--- src/rtl/async_rx_pkg.sv ---
package async_rx_pkg;

   localparam int CHAR_MAX = 8;
   localparam int IDX_W    = $clog2(CHAR_MAX);

   typedef enum logic [2:0] {
      PH_IDLE,
      PH_START,
      PH_DATA,
      PH_PAR,
      PH_STOP
   } rx_phase_t;

   // 2-bit length code to bit count: 00->5 .. 11->8
   function automatic logic [3:0] char_bits(input logic [1:0] code);
      return 4'd5 + {2'b00, code};
   endfunction

endpackage

--- src/rtl/rx_bit_timer.sv ---
module rx_bit_timer
   import async_rx_pkg::*;
#(
   parameter int OVERSAMPLE = 16
) (
   input  logic             clk,
   input  logic             rst,
   input  logic             rx_line,
   input  logic [1:0]       len_sel,
   input  logic             parity_off,
   input  logic             parity_even,
   output logic             frame_start,
   output logic             sample_data,
   output logic             sample_par,
   output logic             sample_stop,
   output logic [IDX_W-1:0] bit_idx,
   output logic [1:0]       len_q,
   output logic             poff_q,
   output logic             even_q
);

   localparam int CNT_W = $clog2(OVERSAMPLE);
   localparam int HALF  = OVERSAMPLE / 2;

   generate
      if ((OVERSAMPLE < 4) || ((OVERSAMPLE % 2) != 0)) begin : g_bad_oversample
         initial $fatal(1, "rx_bit_timer: OVERSAMPLE must be even and at least 4");
      end
   endgenerate

   rx_phase_t        phase;
   logic [CNT_W-1:0] cnt;
   logic             line_q;
   logic             tick;
   logic             mid_start;
   logic [3:0]       last_idx;

   assign tick      = (cnt == CNT_W'(OVERSAMPLE - 1));
   assign mid_start = (phase == PH_START) && (cnt == CNT_W'(HALF - 1));
   assign last_idx  = char_bits(len_q) - 4'd1;

   assign frame_start = mid_start && !rx_line;
   assign sample_data = (phase == PH_DATA) && tick;
   assign sample_par  = (phase == PH_PAR)  && tick;
   assign sample_stop = (phase == PH_STOP) && tick;

   always_ff @(posedge clk) begin
      if (rst) begin
         phase   <= PH_IDLE;
         cnt     <= '0;
         line_q  <= 1'b1;
         bit_idx <= '0;
         len_q   <= 2'b11;
         poff_q  <= 1'b0;
         even_q  <= 1'b0;
      end else begin
         line_q <= rx_line;
         case (phase)
            PH_IDLE: begin
               cnt <= '0;
               if (line_q && !rx_line) phase <= PH_START;
            end
            PH_START: begin
               if (mid_start) begin
                  cnt     <= '0;
                  bit_idx <= '0;
                  if (!rx_line) begin
                     phase  <= PH_DATA;
                     len_q  <= len_sel;
                     poff_q <= parity_off;
                     even_q <= parity_even;
                  end else begin
                     phase <= PH_IDLE;
                  end
               end else begin
                  cnt <= cnt + 1'b1;
               end
            end
            PH_DATA: begin
               cnt <= cnt + 1'b1;
               if (tick) begin
                  if ({1'b0, bit_idx} == last_idx) phase <= poff_q ? PH_STOP : PH_PAR;
                  else bit_idx <= bit_idx + 1'b1;
               end
            end
            PH_PAR: begin
               cnt <= cnt + 1'b1;
               if (tick) phase <= PH_STOP;
            end
            PH_STOP: begin
               cnt <= cnt + 1'b1;
               if (tick) phase <= PH_IDLE;
            end
            default: phase <= PH_IDLE;
         endcase
      end
   end

   // data phase is only entered when the line was low at mid-start
   p_confirm_low_r9: assert property (@(posedge clk) disable iff (rst)
      $rose(phase == PH_DATA) |-> $past(!rx_line));

   // after the stop sample the receiver is back to looking for an edge
   p_rearm_r11: assert property (@(posedge clk) disable iff (rst)
      sample_stop |=> (phase == PH_IDLE));

   // a frame without parity never reaches a parity sample
   p_skip_parity_r4: assert property (@(posedge clk) disable iff (rst)
      (phase == PH_PAR) |-> !poff_q);

endmodule

--- src/rtl/rx_char_assembler.sv ---
module rx_char_assembler
   import async_rx_pkg::*;
(
   input  logic                clk,
   input  logic                rst,
   input  logic                rx_line,
   input  logic                frame_start,
   input  logic                sample_data,
   input  logic                sample_par,
   input  logic [IDX_W-1:0]    bit_idx,
   output logic [CHAR_MAX-1:0] word,
   output logic                data_xor,
   output logic                par_bit
);

   logic [CHAR_MAX-1:0] word_nxt;

   // one capture slot per bit; a new frame clears every slot
   generate
      for (genvar i = 0; i < CHAR_MAX; i++) begin : g_slot
         assign word_nxt[i] = frame_start ? 1'b0 :
                              (sample_data && (bit_idx == IDX_W'(i))) ? rx_line :
                              word[i];
      end
   endgenerate

   always_ff @(posedge clk) begin
      if (rst) begin
         word     <= '0;
         data_xor <= 1'b0;
         par_bit  <= 1'b0;
      end else begin
         word <= word_nxt;
         if (frame_start) begin
            data_xor <= 1'b0;
            par_bit  <= 1'b0;
         end else begin
            if (sample_data) data_xor <= data_xor ^ rx_line;
            if (sample_par)  par_bit  <= rx_line;
         end
      end
   end

   // a fresh frame starts from an all-zero word
   p_clear_word_r1: assert property (@(posedge clk) disable iff (rst)
      frame_start |=> (word == '0));

endmodule

--- src/rtl/rx_holding_reg.sv ---
module rx_holding_reg
   import async_rx_pkg::*;
(
   input  logic                clk,
   input  logic                rst,
   input  logic                load,
   input  logic                stop_val,
   input  logic [CHAR_MAX-1:0] word,
   input  logic                data_xor,
   input  logic                par_bit,
   input  logic                poff,
   input  logic                even,
   input  logic                clr_ready,
   output logic [CHAR_MAX-1:0] rx_data,
   output logic                data_ready,
   output logic                overrun_err,
   output logic                framing_err,
   output logic                parity_err
);

   logic par_bad;

   // even sense: data ones plus parity must be even, so xor must be 0
   assign par_bad = !poff && ((data_xor ^ par_bit) == even);

   always_ff @(posedge clk) begin
      if (rst) begin
         rx_data     <= '0;
         data_ready  <= 1'b0;
         overrun_err <= 1'b0;
         framing_err <= 1'b0;
         parity_err  <= 1'b0;
      end else if (load) begin
         rx_data     <= word;
         data_ready  <= 1'b1;
         overrun_err <= data_ready && !clr_ready;
         framing_err <= !stop_val;
         parity_err  <= par_bad;
      end else if (clr_ready) begin
         data_ready  <= 1'b0;
      end
   end

   p_load_ready_r6: assert property (@(posedge clk) disable iff (rst)
      load |=> data_ready);

   p_clear_ready_r7: assert property (@(posedge clk) disable iff (rst)
      (clr_ready && !load) |=> (!data_ready && $stable(rx_data)));

   p_overrun_r8: assert property (@(posedge clk) disable iff (rst)
      (load && data_ready && !clr_ready) |=> overrun_err);

   p_framing_r5: assert property (@(posedge clk) disable iff (rst)
      (load && !stop_val) |=> framing_err);

   p_no_parity_r4: assert property (@(posedge clk) disable iff (rst)
      (load && poff) |=> !parity_err);

   p_flags_hold_r12: assert property (@(posedge clk) disable iff (rst)
      !load |=> ($stable(overrun_err) && $stable(framing_err) && $stable(parity_err)));

endmodule

--- src/rtl/async_char_rx.sv ---
module async_char_rx
   import async_rx_pkg::*;
#(
   parameter int OVERSAMPLE = 16
) (
   input  logic       clk,
   input  logic       rst,
   input  logic       rx_line,
   input  logic [1:0] len_sel,
   input  logic       parity_off,
   input  logic       parity_even,
   input  logic       clr_ready,
   output logic [7:0] rx_data,
   output logic       data_ready,
   output logic       overrun_err,
   output logic       framing_err,
   output logic       parity_err
);

   logic             frame_start;
   logic             sample_data;
   logic             sample_par;
   logic             sample_stop;
   logic [IDX_W-1:0] bit_idx;
   logic [1:0]       len_q;
   logic             poff_q;
   logic             even_q;
   logic [CHAR_MAX-1:0] word;
   logic             data_xor;
   logic             par_bit;

   rx_bit_timer #(.OVERSAMPLE(OVERSAMPLE)) u_timer (
      .clk         (clk),
      .rst         (rst),
      .rx_line     (rx_line),
      .len_sel     (len_sel),
      .parity_off  (parity_off),
      .parity_even (parity_even),
      .frame_start (frame_start),
      .sample_data (sample_data),
      .sample_par  (sample_par),
      .sample_stop (sample_stop),
      .bit_idx     (bit_idx),
      .len_q       (len_q),
      .poff_q      (poff_q),
      .even_q      (even_q)
   );

   rx_char_assembler u_asm (
      .clk         (clk),
      .rst         (rst),
      .rx_line     (rx_line),
      .frame_start (frame_start),
      .sample_data (sample_data),
      .sample_par  (sample_par),
      .bit_idx     (bit_idx),
      .word        (word),
      .data_xor    (data_xor),
      .par_bit     (par_bit)
   );

   rx_holding_reg u_hold (
      .clk         (clk),
      .rst         (rst),
      .load        (sample_stop),
      .stop_val    (rx_line),
      .word        (word),
      .data_xor    (data_xor),
      .par_bit     (par_bit),
      .poff        (poff_q),
      .even        (even_q),
      .clr_ready   (clr_ready),
      .rx_data     (rx_data),
      .data_ready  (data_ready),
      .overrun_err (overrun_err),
      .framing_err (framing_err),
      .parity_err  (parity_err)
   );

   // bits above the latched character length read as zero after a transfer
   p_upper_zero_r1: assert property (@(posedge clk) disable iff (rst)
      sample_stop |=> ((rx_data >> (4'd5 + {2'b00, $past(len_q)})) == 8'h00));

   // reset leaves no pending character
   p_reset_clear_r10: assert property (@(posedge clk)
      $past(rst) |-> (!data_ready && !overrun_err && !framing_err && !parity_err));

endmodule

--- config.mk ---
export PLATFORM = sky130hd
export DESIGN_NAME = async_char_rx
export DESIGN_NICKNAME = d
export VERILOG_FILES = /design/src/rtl/async_rx_pkg.sv /design/src/rtl/rx_bit_timer.sv /design/src/rtl/rx_char_assembler.sv /design/src/rtl/rx_holding_reg.sv /design/src/rtl/async_char_rx.sv
export SDC_FILE = /design/constraint.sdc
export NUM_CORES = 1
export LEC_CHECK = 0
export ABC_AREA = 1
export BUFFER_PORTS_ARGS = -buffer_cell sky130_fd_sc_hd__buf_2
export CAP_MARGIN = 20
export CORE_ASPECT_RATIO = 0.9
export CORE_MARGIN = 1.5
export CORE_UTILIZATION = 40
export CTS_CLUSTER_SIZE = 40
export DETAILED_ROUTE_END_ITERATION = 8
export GPL_TIMING_DRIVEN = 0
export PLACE_DENSITY = 0.62
export SLEW_MARGIN = 20
export SYNTH_ARGS = -nofsm -noshare
export SYNTH_HDL_FRONTEND = slang
export SYNTH_HIERARCHICAL = 1
export SYNTH_SLANG_ARGS = --single-unit
--- constraint.sdc ---
create_clock -name clk -period 3 [get_ports clk]
set_input_delay 0.15 -clock clk [delete_from_list [all_inputs] [get_ports clk]]
set_output_delay 0.15 -clock clk [all_outputs]
set_load 0.05 [all_outputs]
Word level (Yosys, flattened, before mapping). Index checks and enable logic that the tools add are counted. W data, S select, Z words.

Equality and inequality tests: 22. Bitwise gates (word level): 3. Muxes and demuxes: 17. Reduce and logical (&&, ||, !) cells: 29. Add/subtract/negate cells: 4.

Operators with widths (count): $mux W3 (10); $logic_and A1 B1 Y1 (16); $eq A3 B3 Y1 const B (5); $pmux W3 S5 (1); $eq A3 B2 Y1 const B (4); $pmux W4 S3 (1); $ne A2 B1 Y1 const B (5); $eq A3 B1 Y1 const B (2); $logic_not A3 Y1 (2); $pmux W3 S2 (1); $reduce_and A6 Y1 (1); $add A3 B2 Y4 const A (1); $add A4 B1 Y4 const B (1); $eq A3 B4 Y1 (1); $eq A4 B3 Y1 const B (1); $eq A4 B4 Y1 const B (1); $mux W4 (1); $ne A2 B2 Y1 const B (2); $reduce_and A4 Y1 (1); $reduce_bool A2 Y1 (2); $sub A4 B1 Y4 const B (1); $add A3 B1 Y3 const B (1); $logic_not A1 Y1 (3); $reduce_and A3 Y1 (1); other kinds (8) (10).

Input port bits: 8. Word-level logic and storage cells: 97. Register bits: 37. Output and inout bits: 12.

Longest topological paths before layout.
Word-level depth: 6. Depth in mapped cells: 10. Mapped depth without buffers: 10.

Cells and area by module. Netlist, hierarchy kept.

Modules (own cells, without submodules): rx_bit_timer (instances 1, cells an instance 126, area an instance 859.6 um^2, sequential area each 300.3 um^2); rx_holding_reg (instances 1, cells an instance 60, area an instance 461.7 um^2, sequential area each 240.2 um^2); rx_char_assembler (instances 1, cells an instance 62, area an instance 432.9 um^2, sequential area each 200.2 um^2).

Worst setup path after synthesis. Ideal clock, no wire load.

Path type: register to register. Start: reg u_timer.cnt[0]. End: reg u_asm.word[2]. Period minus slack after synthesis: 1.399 ns. Buffers on the path: 0. Data arrival time: 1.284 ns. Slack: 1.601 ns. Data required time: 2.885 ns. Stages on the path, launching flop included: 9. Library setup time: 0.115 ns. Cells stage by stage: dfxtp_1 -> ha_1 -> nand3_2 -> nor2_1 -> inv_1 -> nor2_4 -> nand3_1 -> nand2_1 -> nor2_1.

Elaborated cells on any way between the ends: 7. Those cells by class: eq/ne (2); reduce/logical (5).

RTL lines: start, declared (RTL line rx_bit_timer.sv:32) `logic [CNT_W-1:0] cnt;`; start signal, assigned (RTL line rx_bit_timer.sv:76) `cnt <= cnt + 1'b1;`; start signal, assigned (RTL line rx_bit_timer.sv:80) `cnt <= cnt + 1'b1;`; start signal, assigned (RTL line rx_bit_timer.sv:87) `cnt <= cnt + 1'b1;`; $eq A4 B4 Y1 (RTL line rx_bit_timer.sv:38) `assign tick = (cnt == CNT_W'(OVERSAMPLE - 1));`; $logic_and A1 B1 Y1 (RTL line rx_bit_timer.sv:43) `assign sample_data = (phase == PH_DATA) && tick;`; net sample_data (RTL line async_char_rx.sv:21) `logic sample_data;`; $logic_and A1 B1 Y1 (RTL line rx_char_assembler.sv:22) `(sample_data && (bit_idx == IDX_W'(i))) ? rx_line :`; end signal, assigned (RTL line rx_char_assembler.sv:33) `word <= word_nxt;`; end, declared (RTL line rx_char_assembler.sv:11) `output logic [CHAR_MAX-1:0] word,`.

The timed path passes the listed nets, and every way through them passes these cells. A chain may end at the register's enable or synchronous reset.

Worst setup path after layout.
Start: reg u_timer.cnt[0]. End: reg u_timer.cnt[3].

Longest elaborated chain between the ends: 4. Elaborated cells on any way between the ends: 5. Those cells by class: add/sub (1); eq/ne (1); mux (2); reduce/logical (1).

Ends and longest elaborated chain: branches (longest 3 deep; another with $add A4 B1 Y4); $pmux W4 S3 * (RTL line rx_bit_timer.sv:58) `case (phase)`.

Every way passes the cells marked *.

==> summary.txt <==
Detailed routing
  • Total DRC errors in the routed layout: 0
  • Via-per-instance ratio: 4.61
  • Final routed wirelength across all metal layers: 3.36 mm
  • Routed via count: 1543
  • Final antenna-violating net count: 0
  • Per-cell routed wire length: 10.0 um
  • Iteration-0 DRC Markers: 56
  • Number of search-and-repair iterations in the first detailed-routing pass: 4

STA
  • Peak Freq: 633 MHz
  • Final count of hold timing violations: 0
  • Final Slew Violations: 0
  • Final-report setup violation count: 0
  • Period minus WS final: roughly 1600 ps
  • Setup total negative slack: 0 ps
  • RSZ-0062 raised after global routing: no
  • Worst-margin pin slew: 454 ps
  • Share of the clock period used by the worst path after layout: approximately 53%
  • Setup Skew: approximately 5.5 ps
  • Final hold slack: just under 80 ps
  • Worst rel slew slack: slightly below 70%

CTS
  • Post-CTS setup-driven buffer insertion count: 0
  • Clock buffers created by TritonCTS: 5
  • H-tree level count: 2
  • Hold-fix buffers at CTS: 0
  • Worst skew pair latency: 290 ps
  • Clock Pin Slew Worst Setup and Hold Paths: 70 ps
  • Clock net sink count: 37
  • Cells resized by post-CTS repair: 0
  • CTS tree: done
  • Clk Tree Root Cell: clkbuf_8
  • Clock Path Buffers: 2

Worst setup path
  • Reg2Reg Launch Point: u_timer/cnt[0]
  • Top cell by count, worst path: nor2_2
  • Cell class contributing the biggest share of worst-path delay: simple AND/OR/NAND/NOR gates
  • Data arrival, critical path: 1740 ps
  • Reg-to-reg endpoint: u_timer/cnt[3]
  • CP max FO: 4
  • Worst path max stage delay: approximately 400 ps
  • Worst Setup Path Type: flip-flop to flip-flop
  • Crit path cell chain: ha_1, nand2_1, nor2_2, nor2_2, o31ai_1, nor2_1
  • Crit path max-delay cell type: o31ai_1
  • Critical Path Start Type: flip-flop
  • Critical Path End: u_timer/cnt[3]
  • Worst Reg2Reg Path Length in Cells: 6
  • Logic depth of the worst path, buffers included: 6
  • Worst path bufs/invs: 0
  • Internal reg-to-reg setup slack: between 1000 and 1500 ps
  • Nature of the critical path endpoint: flip-flop
  • Worst Path Required: 3160 ps
  • Startpoint of the worst setup timing path: u_timer/cnt[0]

Worst hold path
  • Path category of the worst min-delay check: primary input to flip-flop

Global routing
  • Number of antenna violations at the first check in global routing: 0
  • Global route overflow: 0
  • GRT Util Overall: 15.8%
  • First-pass GRT wire length: 5.81 mm
  • Number of global-route vias before repair: 1299
  • Maximum number of pins on one net before global-route repair: 14

Power and ir drop
  • Total design power: 1.31 mW
  • Power per Cell Area: 641 mW/mm2
  • Logic gate share of total power: 24.4%
  • Leakage power: 0.954 nW
  • Internal Power: roughly 880 uW
  • Net Sw Power: 430 uW
  • Reg power frac: a little over two fifths
  • Switching part of the total power: between 30% and 40%
  • Max VDD drop: 0.221 mV
  • Portion of total power attributed to the clock network: between 30 and 40%

Logic synthesis
  • Post-synthesis simple-gate area fraction: between 30% and 40%
  • Post-synth design cell area: 0.00175 mm2
  • Number of cells produced by synthesis: ~250
  • Compound-gate portion of the synthesized area: 11.7%
  • Mux cell area share after synthesis: 0%
  • Main combinational cell family by area after synthesis: simple AND/OR/NAND/NOR gates
  • Post-synthesis sequential area ratio: 42.2%
  • Post-synthesis average cell area: 7.07 um2
  • Post-synthesis cell type count: 24
  • Net Count, Synth: approximately 260
  • Total of flip-flops plus latches after synthesis: 37
  • Synth Area in XOR/XNOR: less than 1%
  • Total number of yosys warnings: 6
  • Area share of fa/ha/maj cells after synthesis: 1.43%

Layout
  • Number of antenna repair diodes: 0
  • Share of cells above drive strength 1: 19.6%
  • Fin area: 0.00204 mm2
  • Non-filler cells, final: 335
  • Area growth syn-to-layout: 16.3%
  • Nets@finish: around 280
  • Count of fill cells added during filler insertion: 441

Die
  • Effective utilization at floorplan: a little over two fifths
  • Rows: 22
  • Die Span Y: 65.8 um
  • Core footprint: 0.00416 mm2
  • Horizontal extent of the die: 72.8 um
  • Number of top-level design ports: 20
  • Die area: 0.00479 mm2

Place
  • Detailed placer's ending HPWL: 2.52 mm
  • Placed insts: 327
  • Post-detailed-placement cell area: 0.00192 mm2
  • Total of buffers placed on input and output ports: 19
  • Weighted congestion at the end of routability-driven global placement: 0.771

Job
  • Max-cap violations: 0

Outcome
  • Run status: finished, final reports clean
-- worst register-to-register path: stages (launching register included) --
cell and delay [ps]:
dfxtp_1 380, ha_1 240, nand2_1 80, nor2_2 150, nor2_2 100, o31ai_1 410, nor2_1 90
-- sequential cells by signal, summed over array words and instances (netlist names), 2 cells and up --
name and flops:
u_hold/rx_data 8, u_timer/len_q 2, u_timer/phase 3, u_asm/word 8, u_timer/cnt 4, u_timer/bit_idx 3
-- power by group through the flow --
stage	registers, mW	logic [mW]	clock network [mW]
after detailed placement	0.566	0.321	0
after floorplan	0.556	0.262	0
after global routing	0.561	0.368	0.470
after CTS	0.554	0.322	0.449
final	0.554	0.319	0.434
after global placement	0.565	0.317	0
-- cells in the final DEF, fill, tap and decap left out, types with 3 or more instances in the layout --
cell type / n
o211ai_1: 3
o21ai_0: 13
nor2_1: 54
inv_2: 9
clkbuf_8: 5
nand2_1: 51
buf_2: 19
inv_1: 19
nand3_2: 5
dfxtp_1: 37
nor2_4: 3
a21oi_1: 17
nand3_1: 11
nor2_2: 4
nand4_1: 6
-- routing by layer --
metal | GRT usage, % | vias to the layer above | wire (um)
met5 | 0 | - | 0
met4 | 5.66 | 0 | 32
met1 | 22.2 | 666 | 1870
met2 | 23.1 | 27 | 1310
li1 | - | 845 | -
met3 | 4.12 | 5 | 147
-- area by class of cell --
type	count	area, um2	area share [%]
Buffer	2	22.5	1.10
Clock buffer	5	68.8	3.37
Clock inverter	3	46.3	2.27
Inverter	30	113	5.52
Multi-Input combinational cell	179	878	43.1
Sequential cell	37	741	36.3
Tap cell	60	75.1	3.68
Timing Repair Buffer	19	95.1	4.66
-- metrics by stage --
stage | util [%] | worst slack [ps]
after detailed placement | 46.3 | 1420
after floorplan | - | 1600
final | 49.1 | 1420
after global routing | 49.1 | 1240
after CTS | 49.1 | 1410
after global placement | 46.3 | 1440
-- kinds of logic after synthesis --
family,count (synthesis)
AND/OR/NAND/NOR,139
AO/OA/AOI/OAI,37
flip-flops,37
buffers and inverters,32
adder cells (fa/ha/maj),2
XOR/XNOR,1
-- worst min path at each step --
| stage | start | to | slack [ps] | depth (start not counted) |
|---|---|---|---|---|
| 2_1_floorplan | rst | u_hold/data_ready | 210 | 1 |
| 4_1_cts | len_sel[1] | u_timer/len_q[1] | 70 | 3 |
| 6_report | len_sel[1] | u_timer/len_q[1] | 80 | 3 |
| 3_5_place_dp | len_sel[1] | u_timer/len_q[1] | 370 | 3 |
| 3_3_place_gp | len_sel[0] | u_timer/len_q[0] | 360 | 3 |
| 5_1_grt | len_sel[1] | u_timer/len_q[1] | 80 | 3 |
-- synth_stat cells --
master | number | area [um2]
clkinv_1 | 2 | 7.51
inv_1 | 19 | 71.3
buf_6 | 2 | 22.5
a211oi_1 | 1 | 7.51
inv_2 | 9 | 33.8
nor2_2 | 4 | 25.0
nor3_1 | 2 | 10.0
a21oi_1 | 17 | 85.1
nand3b_1 | 1 | 7.51
o21ai_0 | 13 | 65.1
nor2_8 | 1 | 20.0
nand2_1 | 51 | 191
nand3_1 | 11 | 55.1
dfxtp_1 | 37 | 741
o31ai_1 | 1 | 7.51
nor2_1 | 54 | 203
nand4_1 | 6 | 37.5
or2_2 | 1 | 6.26
a21oi_2 | 2 | 17.5
ha_1 | 2 | 25.0
xor2_1 | 1 | 8.76
o211ai_1 | 3 | 22.5
nor2_4 | 3 | 33.8
nand3_2 | 5 | 50.1
Note: power is estimated with default switching activity, not from simulation.
